### src/rtl/smb_seq_pkg.sv
package smb_seq_pkg;
  typedef enum logic [2:0] {
    ST_IDLE,
    ST_WRITE,
    ST_READ,
    ST_DONE,
    ST_CONFUSED
  } seqState_t;

  typedef struct packed {
    logic push;
    logic clrLen;
    logic commit;
  } dpCtl_t;
endpackage

### src/rtl/smb_seq_ctrl.sv
module smb_seq_ctrl
  import smb_seq_pkg::*;
(
  input  logic   clk,
  input  logic   rst,
  input  logic   evStartWr,
  input  logic   evStartRd,
  input  logic   evStop,
  input  logic   evNack,
  input  logic   rxValid,
  input  logic   txReq,
  input  logic   lenZero,
  input  logic   lenFull,
  output dpCtl_t ctl,
  output logic   readActive,
  output logic   appReq,
  output logic   quickPulse,
  output logic   quickDir,
  output logic   errPulse
);
  seqState_t state, nxtState;
  logic quickN, dirN, errN, reqN;

  always_comb begin
    nxtState = state;
    ctl      = '0;
    quickN   = 1'b0;
    dirN     = 1'b0;
    errN     = 1'b0;
    reqN     = 1'b0;
    if (evStop) begin
      if (lenZero) begin
        if (state == ST_WRITE || state == ST_READ) begin
          quickN = 1'b1;
          dirN   = (state == ST_READ);
        end
      end else if (state == ST_WRITE) begin
        ctl.commit = 1'b1;
      end else if (state == ST_READ) begin
        errN = 1'b1;
      end
      ctl.clrLen = 1'b1;
      nxtState   = ST_IDLE;
    end else if (evStartRd) begin
      if (state == ST_IDLE) begin
        nxtState = ST_READ;
      end else if (state == ST_WRITE && !lenZero) begin
        ctl.commit = 1'b1;
        nxtState   = ST_READ;
      end else begin
        nxtState = ST_CONFUSED;
        errN     = 1'b1;
      end
    end else if (evStartWr) begin
      if (state == ST_IDLE) nxtState = ST_WRITE;
      else begin
        nxtState = ST_CONFUSED;
        errN     = 1'b1;
      end
    end else if (evNack) begin
      if (state == ST_READ) nxtState = ST_DONE;
      else if (state != ST_DONE) begin
        nxtState = ST_CONFUSED;
        errN     = 1'b1;
      end
    end else if (rxValid) begin
      if (state == ST_WRITE && !lenFull) ctl.push = 1'b1;
      else errN = 1'b1;
    end else if (txReq) begin
      if (state == ST_READ) reqN = 1'b1;
      else begin
        nxtState = ST_CONFUSED;
        errN     = 1'b1;
      end
    end
  end

  assign readActive = (state == ST_READ);
  assign appReq     = reqN;

  always_ff @(posedge clk) begin
    if (rst) begin
      state      <= ST_IDLE;
      quickPulse <= 1'b0;
      quickDir   <= 1'b0;
      errPulse   <= 1'b0;
    end else begin
      state      <= nxtState;
      quickPulse <= quickN;
      quickDir   <= dirN;
      errPulse   <= errN;
    end
  end

  p_stop_idle_r4: assert property (@(posedge clk) disable iff (rst)
    evStop |=> state == ST_IDLE);
  p_nack_done_r6: assert property (@(posedge clk) disable iff (rst)
    (state == ST_READ && evNack && !evStop && !evStartRd && !evStartWr) |=> state == ST_DONE);
  p_confused_sticky_r11: assert property (@(posedge clk) disable iff (rst)
    (state == ST_CONFUSED && !evStop) |=> state == ST_CONFUSED);
  p_wr_start_r2: assert property (@(posedge clk) disable iff (rst)
    (state == ST_IDLE && evStartWr && !evStop && !evStartRd) |=> state == ST_WRITE);
  p_quick_read_dir_r4: assert property (@(posedge clk) disable iff (rst)
    (quickPulse && quickDir) |-> $past(state) == ST_READ);
endmodule

### src/rtl/smb_seq_dpath.sv
module smb_seq_dpath
  import smb_seq_pkg::*;
#(
  parameter int DEPTH = 34,
  localparam int LW = $clog2(DEPTH + 1),
  localparam int IW = $clog2(DEPTH)
) (
  input  logic          clk,
  input  logic          rst,
  input  dpCtl_t        ctl,
  input  logic [7:0]    rxData,
  input  logic [IW-1:0] bufIdx,
  output logic          lenZero,
  output logic          lenFull,
  output logic          commitPulse,
  output logic [7:0]    commitCmd,
  output logic [LW-1:0] commitLen,
  output logic [7:0]    bufByte
);
  logic [LW-1:0] len;
  logic [7:0]    mem [DEPTH];

  for (genvar i = 0; i < DEPTH; i++) begin : g_slot
    always_ff @(posedge clk) begin
      if (rst) mem[i] <= '0;
      else if (ctl.push && len == LW'(i)) mem[i] <= rxData;
    end
  end

  always_ff @(posedge clk) begin
    if (rst) begin
      len         <= '0;
      commitPulse <= 1'b0;
      commitLen   <= '0;
    end else begin
      commitPulse <= ctl.commit;
      if (ctl.commit) commitLen <= len;
      if (ctl.clrLen) len <= '0;
      else if (ctl.push) len <= len + LW'(1);
    end
  end

  assign lenZero   = (len == '0);
  assign lenFull   = (len == LW'(DEPTH));
  assign commitCmd = mem[0];
  assign bufByte   = (int'(bufIdx) < DEPTH) ? mem[bufIdx] : 8'h00;

  p_len_bound_r7: assert property (@(posedge clk) disable iff (rst)
    len <= LW'(DEPTH));
  p_full_nopush_r7: assert property (@(posedge clk) disable iff (rst)
    lenFull |-> !ctl.push);
  p_clear_len_r4: assert property (@(posedge clk) disable iff (rst)
    ctl.clrLen |=> len == '0);
  p_push_grow_r3: assert property (@(posedge clk) disable iff (rst)
    (ctl.push && !ctl.clrLen) |=> len == $past(len) + LW'(1));
  p_cmd_stable_r3: assert property (@(posedge clk) disable iff (rst)
    !(ctl.push && lenZero) |=> $stable(commitCmd));
endmodule

### src/rtl/smb_txn_seq.sv
module smb_txn_seq
  import smb_seq_pkg::*;
#(
  parameter int DEPTH = 34,
  localparam int LW = $clog2(DEPTH + 1),
  localparam int IW = $clog2(DEPTH)
) (
  input  logic          clk,
  input  logic          rst,
  input  logic          evStartWr,
  input  logic          evStartRd,
  input  logic          evStop,
  input  logic          evNack,
  input  logic          rxValid,
  input  logic [7:0]    rxData,
  input  logic          txReq,
  output logic [7:0]    txData,
  output logic          appReq,
  input  logic [7:0]    appData,
  input  logic          appValid,
  output logic          quickPulse,
  output logic          quickDir,
  output logic          commitPulse,
  output logic [7:0]    commitCmd,
  output logic [LW-1:0] commitLen,
  input  logic [IW-1:0] bufIdx,
  output logic [7:0]    bufByte,
  output logic          errPulse
);
  dpCtl_t ctl;
  logic   lenZero, lenFull, readActive;

  smb_seq_ctrl u_ctrl (
    .clk(clk), .rst(rst),
    .evStartWr(evStartWr), .evStartRd(evStartRd), .evStop(evStop),
    .evNack(evNack), .rxValid(rxValid), .txReq(txReq),
    .lenZero(lenZero), .lenFull(lenFull),
    .ctl(ctl), .readActive(readActive), .appReq(appReq),
    .quickPulse(quickPulse), .quickDir(quickDir), .errPulse(errPulse)
  );

  smb_seq_dpath #(.DEPTH(DEPTH)) u_dpath (
    .clk(clk), .rst(rst), .ctl(ctl), .rxData(rxData), .bufIdx(bufIdx),
    .lenZero(lenZero), .lenFull(lenFull),
    .commitPulse(commitPulse), .commitCmd(commitCmd),
    .commitLen(commitLen), .bufByte(bufByte)
  );

  assign txData = (readActive && appValid) ? appData : 8'hFF;

  p_pulse_excl_r4: assert property (@(posedge clk) disable iff (rst)
    !(quickPulse && commitPulse));
endmodule

### config.mk
export PLATFORM = sky130hd
export DESIGN_NAME = smb_txn_seq
export DESIGN_NICKNAME = d
export VERILOG_FILES = /design/src/rtl/smb_seq_pkg.sv /design/src/rtl/smb_seq_ctrl.sv /design/src/rtl/smb_seq_dpath.sv /design/src/rtl/smb_txn_seq.sv
export SDC_FILE = /design/constraint.sdc
export NUM_CORES = 1
export LEC_CHECK = 0
export ABC_AREA = 1
export CORE_UTILIZATION = 36
export CTS_CLUSTER_SIZE = 20
export DETAILED_ROUTE_END_ITERATION = 8
export GPL_TIMING_DRIVEN = 0
export SETUP_SLACK_MARGIN = 0.02
export SYNTH_ARGS = -nofsm -noshare
export SYNTH_HDL_FRONTEND = slang
export SYNTH_HIERARCHICAL = 1
export SYNTH_SLANG_ARGS = --single-unit
### constraint.sdc
create_clock -name clk -period 5.5 [get_ports clk]
set_input_delay 1.1 -clock clk [delete_from_list [all_inputs] [get_ports clk]]
set_output_delay 1.1 -clock clk [all_outputs]
set_load 0.02 [all_outputs]
==> impl_summary.log <==
[metrics] path type of the worst setup path: primary input to primary output
[metrics] area used by multi-input combinational logic: 0.00482 mm^2
[metrics] headroom to the max-slew limit: 0.0530
[metrics] result of the run: complete, no violations
[metrics] reg2reg start: u_dpath/len[0]$_SDFFE_PP0P_
[metrics] via count of the first global-routing pass: 10,800
[metrics] combined global-route utilization of all metal layers: 0.239
[metrics] flop2flop setup slack: around 1.2 ns
[metrics] met2 usage: 0.365
[metrics] placer's final routability congestion estimate: 0.962
[metrics] core region area: 0.0386 mm^2
[metrics] Mapped Cells: around 1,500
[metrics] number of failing setup endpoints in the final timing report: 0
[metrics] antenna violations before repair: 0
[metrics] reg2reg end: u_dpath/mem[19][7]$_SDFFCE_PN0P_
[metrics] Worst Setup End Kind: primary output
[metrics] die width: 200 um
[metrics] average cell area after synthesis: 9.15 um^2
[metrics] Post-CTS Hold Fix Bufs: 0
[metrics] register area share after synthesis: 0.606
[metrics] cell with the largest stage delay on the worst path: sky130_fd_sc_hd__buf_1
[metrics] Post-CTS Resized: 0
[metrics] dpl hpwl: 33.2 mm
[metrics] clock period minus worst slack: 5.08 ns
[metrics] synth top area cells: sky130_fd_sc_hd__edfxtp_1, sky130_fd_sc_hd__nand2_1, sky130_fd_sc_hd__nor2_1
[metrics] clock skew: 0.0256 ns
[metrics] DIE AREA: 0.0400 mm^2
[metrics] Post-Syn Area: about 0.014 mm^2
[metrics] relative area change from synthesis to final layout: 17.4%
[metrics] met3 usage: 0.0531
[metrics] most prevalent standard cell on the critical path: sky130_fd_sc_hd__nand3_1
[metrics] Max VDD drop: 177 uV
[metrics] detailed-router iteration count before antenna repair: 5
[metrics] Critical path origin: bufIdx[1]
[metrics] number of antenna repair diodes: 0
[metrics] dominant delay contributor by cell family on the critical path: buffers and inverters
[metrics] Worst Setup Start Kind: primary input
[metrics] Syn Nets: 1,577
[metrics] number of design-rule violations left by the first detailed-router iteration: 1,400
[metrics] buffer and inverter count on the worst path: 4
[metrics] I/O pin count: 66
[metrics] Setup TNS Final: 0 ns
[metrics] fraction of registers with async set or reset after synthesis: 0
[metrics] number of rows in the core area: a little over 70
[metrics] Longest Clk Path Bufs: 3
[metrics] number of maximum-capacitance violations: 0
[metrics] number of antenna-violating nets in the routed design: 0
[metrics] count of unresolved DRC violations after routing: 0
[metrics] clock sink total: about 290
[metrics] unrepaired setup endpoints after global routing: no
[metrics] endpoint of the worst setup timing path: bufByte[6]
[metrics] CP max stage delay: 0.67 ns
[metrics] number of gates on the worst path with buffers counted: 11
[metrics] Critical Path RT: around 4.4 ns
[metrics] area share of the largest cell type after synthesis: 0.579
[metrics] max-slew violation total from the final report: 0
[metrics] post-CTS setup buffer count: 0
[metrics] number of fill cells: 3,781
[metrics] die height: approximately 200 um
[metrics] grt met1 use: 0.329
[metrics] number of buffers added on ports: 62
[metrics] hold crit path type: register to register
[metrics] number of flip-flops and latches in the synthesized netlist: 291
[metrics] CTS tree: done
[metrics] timing-limited maximum frequency: approximately 0.20 GHz
[metrics] global-route wire length before repair: between 60 and 70 mm
[metrics] Initial Utilization: 0.365
[metrics] r2r worst-path depth: 14
[metrics] measured slew at the worst slew-check pin: 1.41 ns
[metrics] footprint of the flip-flops and latches: 0.00855 mm^2
[metrics] synthesis warning total: 6
[metrics] busiest layer in global routing: met2
[metrics] CTS H-Tree Depth: 2
[metrics] largest fanout of any net on the critical path: 10
[metrics] Final Cycle Share: 0.924
[metrics] Post-layout nets: ~1,700
[metrics] worst path arrival time: just under 4 ns
[metrics] Num CTS Buffers: 34
[metrics] fraction of final layout cells with drive strength greater than 1: 0.0872
[metrics] clock-pin slew on the worst setup and hold paths: 0.05 ns
[metrics] worst-skew pair later-pin latency: 0.52 ns
[metrics] cell at the root of the clock tree: sky130_fd_sc_hd__clkbuf_16
[metrics] largest net degree at the start of global routing: 14
[metrics] worst path cell trace: clkdlybuf4s50_1 -> buf_2 -> buf_1 -> nand3_1 -> nand2_1 -> nand2_1 -> nand3_1 -> nand3_1 -> nand3_1 -> nand2_1 -> clkdlybuf4s50_1
[metrics] prevailing post-synth register cell: sky130_fd_sc_hd__edfxtp_1
[metrics] number of enable flip-flop cells after synthesis: 272
[metrics] Final Hold Violating Endpoints: 0
[metrics] cell type with the highest aggregate area in the netlist: sky130_fd_sc_hd__edfxtp_1
[metrics] worst hold slack: 0.491 ns
[metrics] Leakage: between 0.006 and 0.007 uW
[metrics] Remaining Overflow, GRT: 0
[metrics] Total Wirelength: 47.2 mm
[metrics] Synth cell types: 34
[metrics] via-per-instance ratio: between 5 and 6
[metrics] routed length per instance: 21.5 um
[metrics] vias: 11,600
[metrics] power per unit of standard cell area: 315 mW/mm^2
==> state kept, by name (all words and copies together), names as in the netlist <==
signal	flops
u_ctrl/errPulse	1
u_ctrl/quickDir	1
u_ctrl/quickPulse	1
u_ctrl/state	3
u_dpath/commitLen	6
u_dpath/commitPulse	1
u_dpath/len	6
u_dpath/mem	272
==> worst reg2reg max path: cells and delay by family, from the launching register on <==
| family | cells | cell delay (ns) |
|---|---|---|
| adders and majority gates | 1 | 0.20 |
| and+or+nand+nor | 5 | 1.16 |
| buffers and inverters | 7 | 1.05 |
| DFF | 1 | 0.40 |
| AOI/OAI and AO/OA | 1 | 1.06 |
==> placed cells by master, fill, tap and decap left out, types with 19 or more instances in the layout <==
cell,n
sky130_fd_sc_hd__nand2_1,458
sky130_fd_sc_hd__nor2_1,307
sky130_fd_sc_hd__edfxtp_1,272
sky130_fd_sc_hd__nand3_1,202
sky130_fd_sc_hd__inv_1,66
sky130_fd_sc_hd__clkdlybuf4s50_1,62
sky130_fd_sc_hd__clkbuf_1,52
sky130_fd_sc_hd__clkbuf_16,37
sky130_fd_sc_hd__buf_2,33
sky130_fd_sc_hd__nand3_4,21
sky130_fd_sc_hd__o21ai_0,20
sky130_fd_sc_hd__dfxtp_1,19
==> report_power, final <==
group	total (uW)	switching, uW	leakage [uW]	internal, uW
logic	476	351	0.00301	126
registers	2510	21.3	0.00295	2480
clock network	2240	886	0.000539	1350
total	5220	1260	0.00650	3960
==> cell usage after synthesis, types with 9 or more instances <==
master                     instances
sky130_fd_sc_hd__a21oi_1          12
sky130_fd_sc_hd__buf_2            30
sky130_fd_sc_hd__clkbuf_1         48
sky130_fd_sc_hd__clkinv_1          9
sky130_fd_sc_hd__dfxtp_1          19
sky130_fd_sc_hd__edfxtp_1        272
sky130_fd_sc_hd__inv_1            66
sky130_fd_sc_hd__nand2_1         458
sky130_fd_sc_hd__nand3_1         202
sky130_fd_sc_hd__nand3_2           9
sky130_fd_sc_hd__nand3_4          21
sky130_fd_sc_hd__nor2_1          307
sky130_fd_sc_hd__o21ai_0          33
==> cell type report <==
cell class	count	area share
Tap cell	518	0.0391
Sequential cell	291	0.516
Clock inverter	18	0.00974
Clock buffer	41	0.0568
Buffer	95	0.0267
Inverter	80	0.0181
Multi-Input combinational cell	1076	0.291
Timing Repair Buffer	74	0.0427
==> cells by family after synthesis <==
| logic type | after synthesis | share of synthesized area |
|---|---|---|
| buffers and inverters | 175 | 0.0527 |
| adders and majority gates | 4 | 0.00355 |
| and+or+nand+nor | 1016 | 0.317 |
| xor gates and xnor gates | 1 | 0.000621 |
| DFF | 291 | 0.606 |
| AOI/OAI and AO/OA | 55 | 0.0207 |
==> routing by layer <==
layer	part of all wire	vias to the layer above
met1	0.42	5592
met5	0	-
met2	0.44	634
met4	0.040	0
met3	0.11	107
li1	-	5296
==> stage by stage <==
step	worst slack, ns	utilization	cells	total power, uW	cell area, um^2
3_5_place_dp	0.491	0.400	2131	3010	15500
2_1_floorplan	2.01	-	1542	2800	14100
5_1_grt	0.319	0.429	2193	5370	16600
4_1_cts	0.487	0.428	2190	5250	16600
3_3_place_gp	0.288	0.398	2122	3010	15400
6_report	0.419	0.429	2193	5220	16600
==> how the worst min path moves through the flow <==
| stage | cells after the start | endpoint | from | slack, ns |
|---|---|---|---|---|
| 3_3_place_gp | 2 | u_ctrl/state[0]$_SDFFE_PP0P_ | u_ctrl/state[0]$_SDFFE_PP0P_ | 0.48 |
| 2_1_floorplan | 2 | u_ctrl/state[0]$_SDFFE_PP0P_ | u_ctrl/state[0]$_SDFFE_PP0P_ | 0.46 |
| 5_1_grt | 2 | u_ctrl/state[0]$_SDFFE_PP0P_ | u_ctrl/state[0]$_SDFFE_PP0P_ | 0.54 |
| 6_report | 2 | u_ctrl/state[0]$_SDFFE_PP0P_ | u_ctrl/state[0]$_SDFFE_PP0P_ | 0.49 |
| 4_1_cts | 2 | u_ctrl/state[0]$_SDFFE_PP0P_ | u_ctrl/state[0]$_SDFFE_PP0P_ | 0.50 |
| 3_5_place_dp | 2 | u_ctrl/state[0]$_SDFFE_PP0P_ | u_ctrl/state[0]$_SDFFE_PP0P_ | 0.49 |
(Power assumes the default switching activity.)
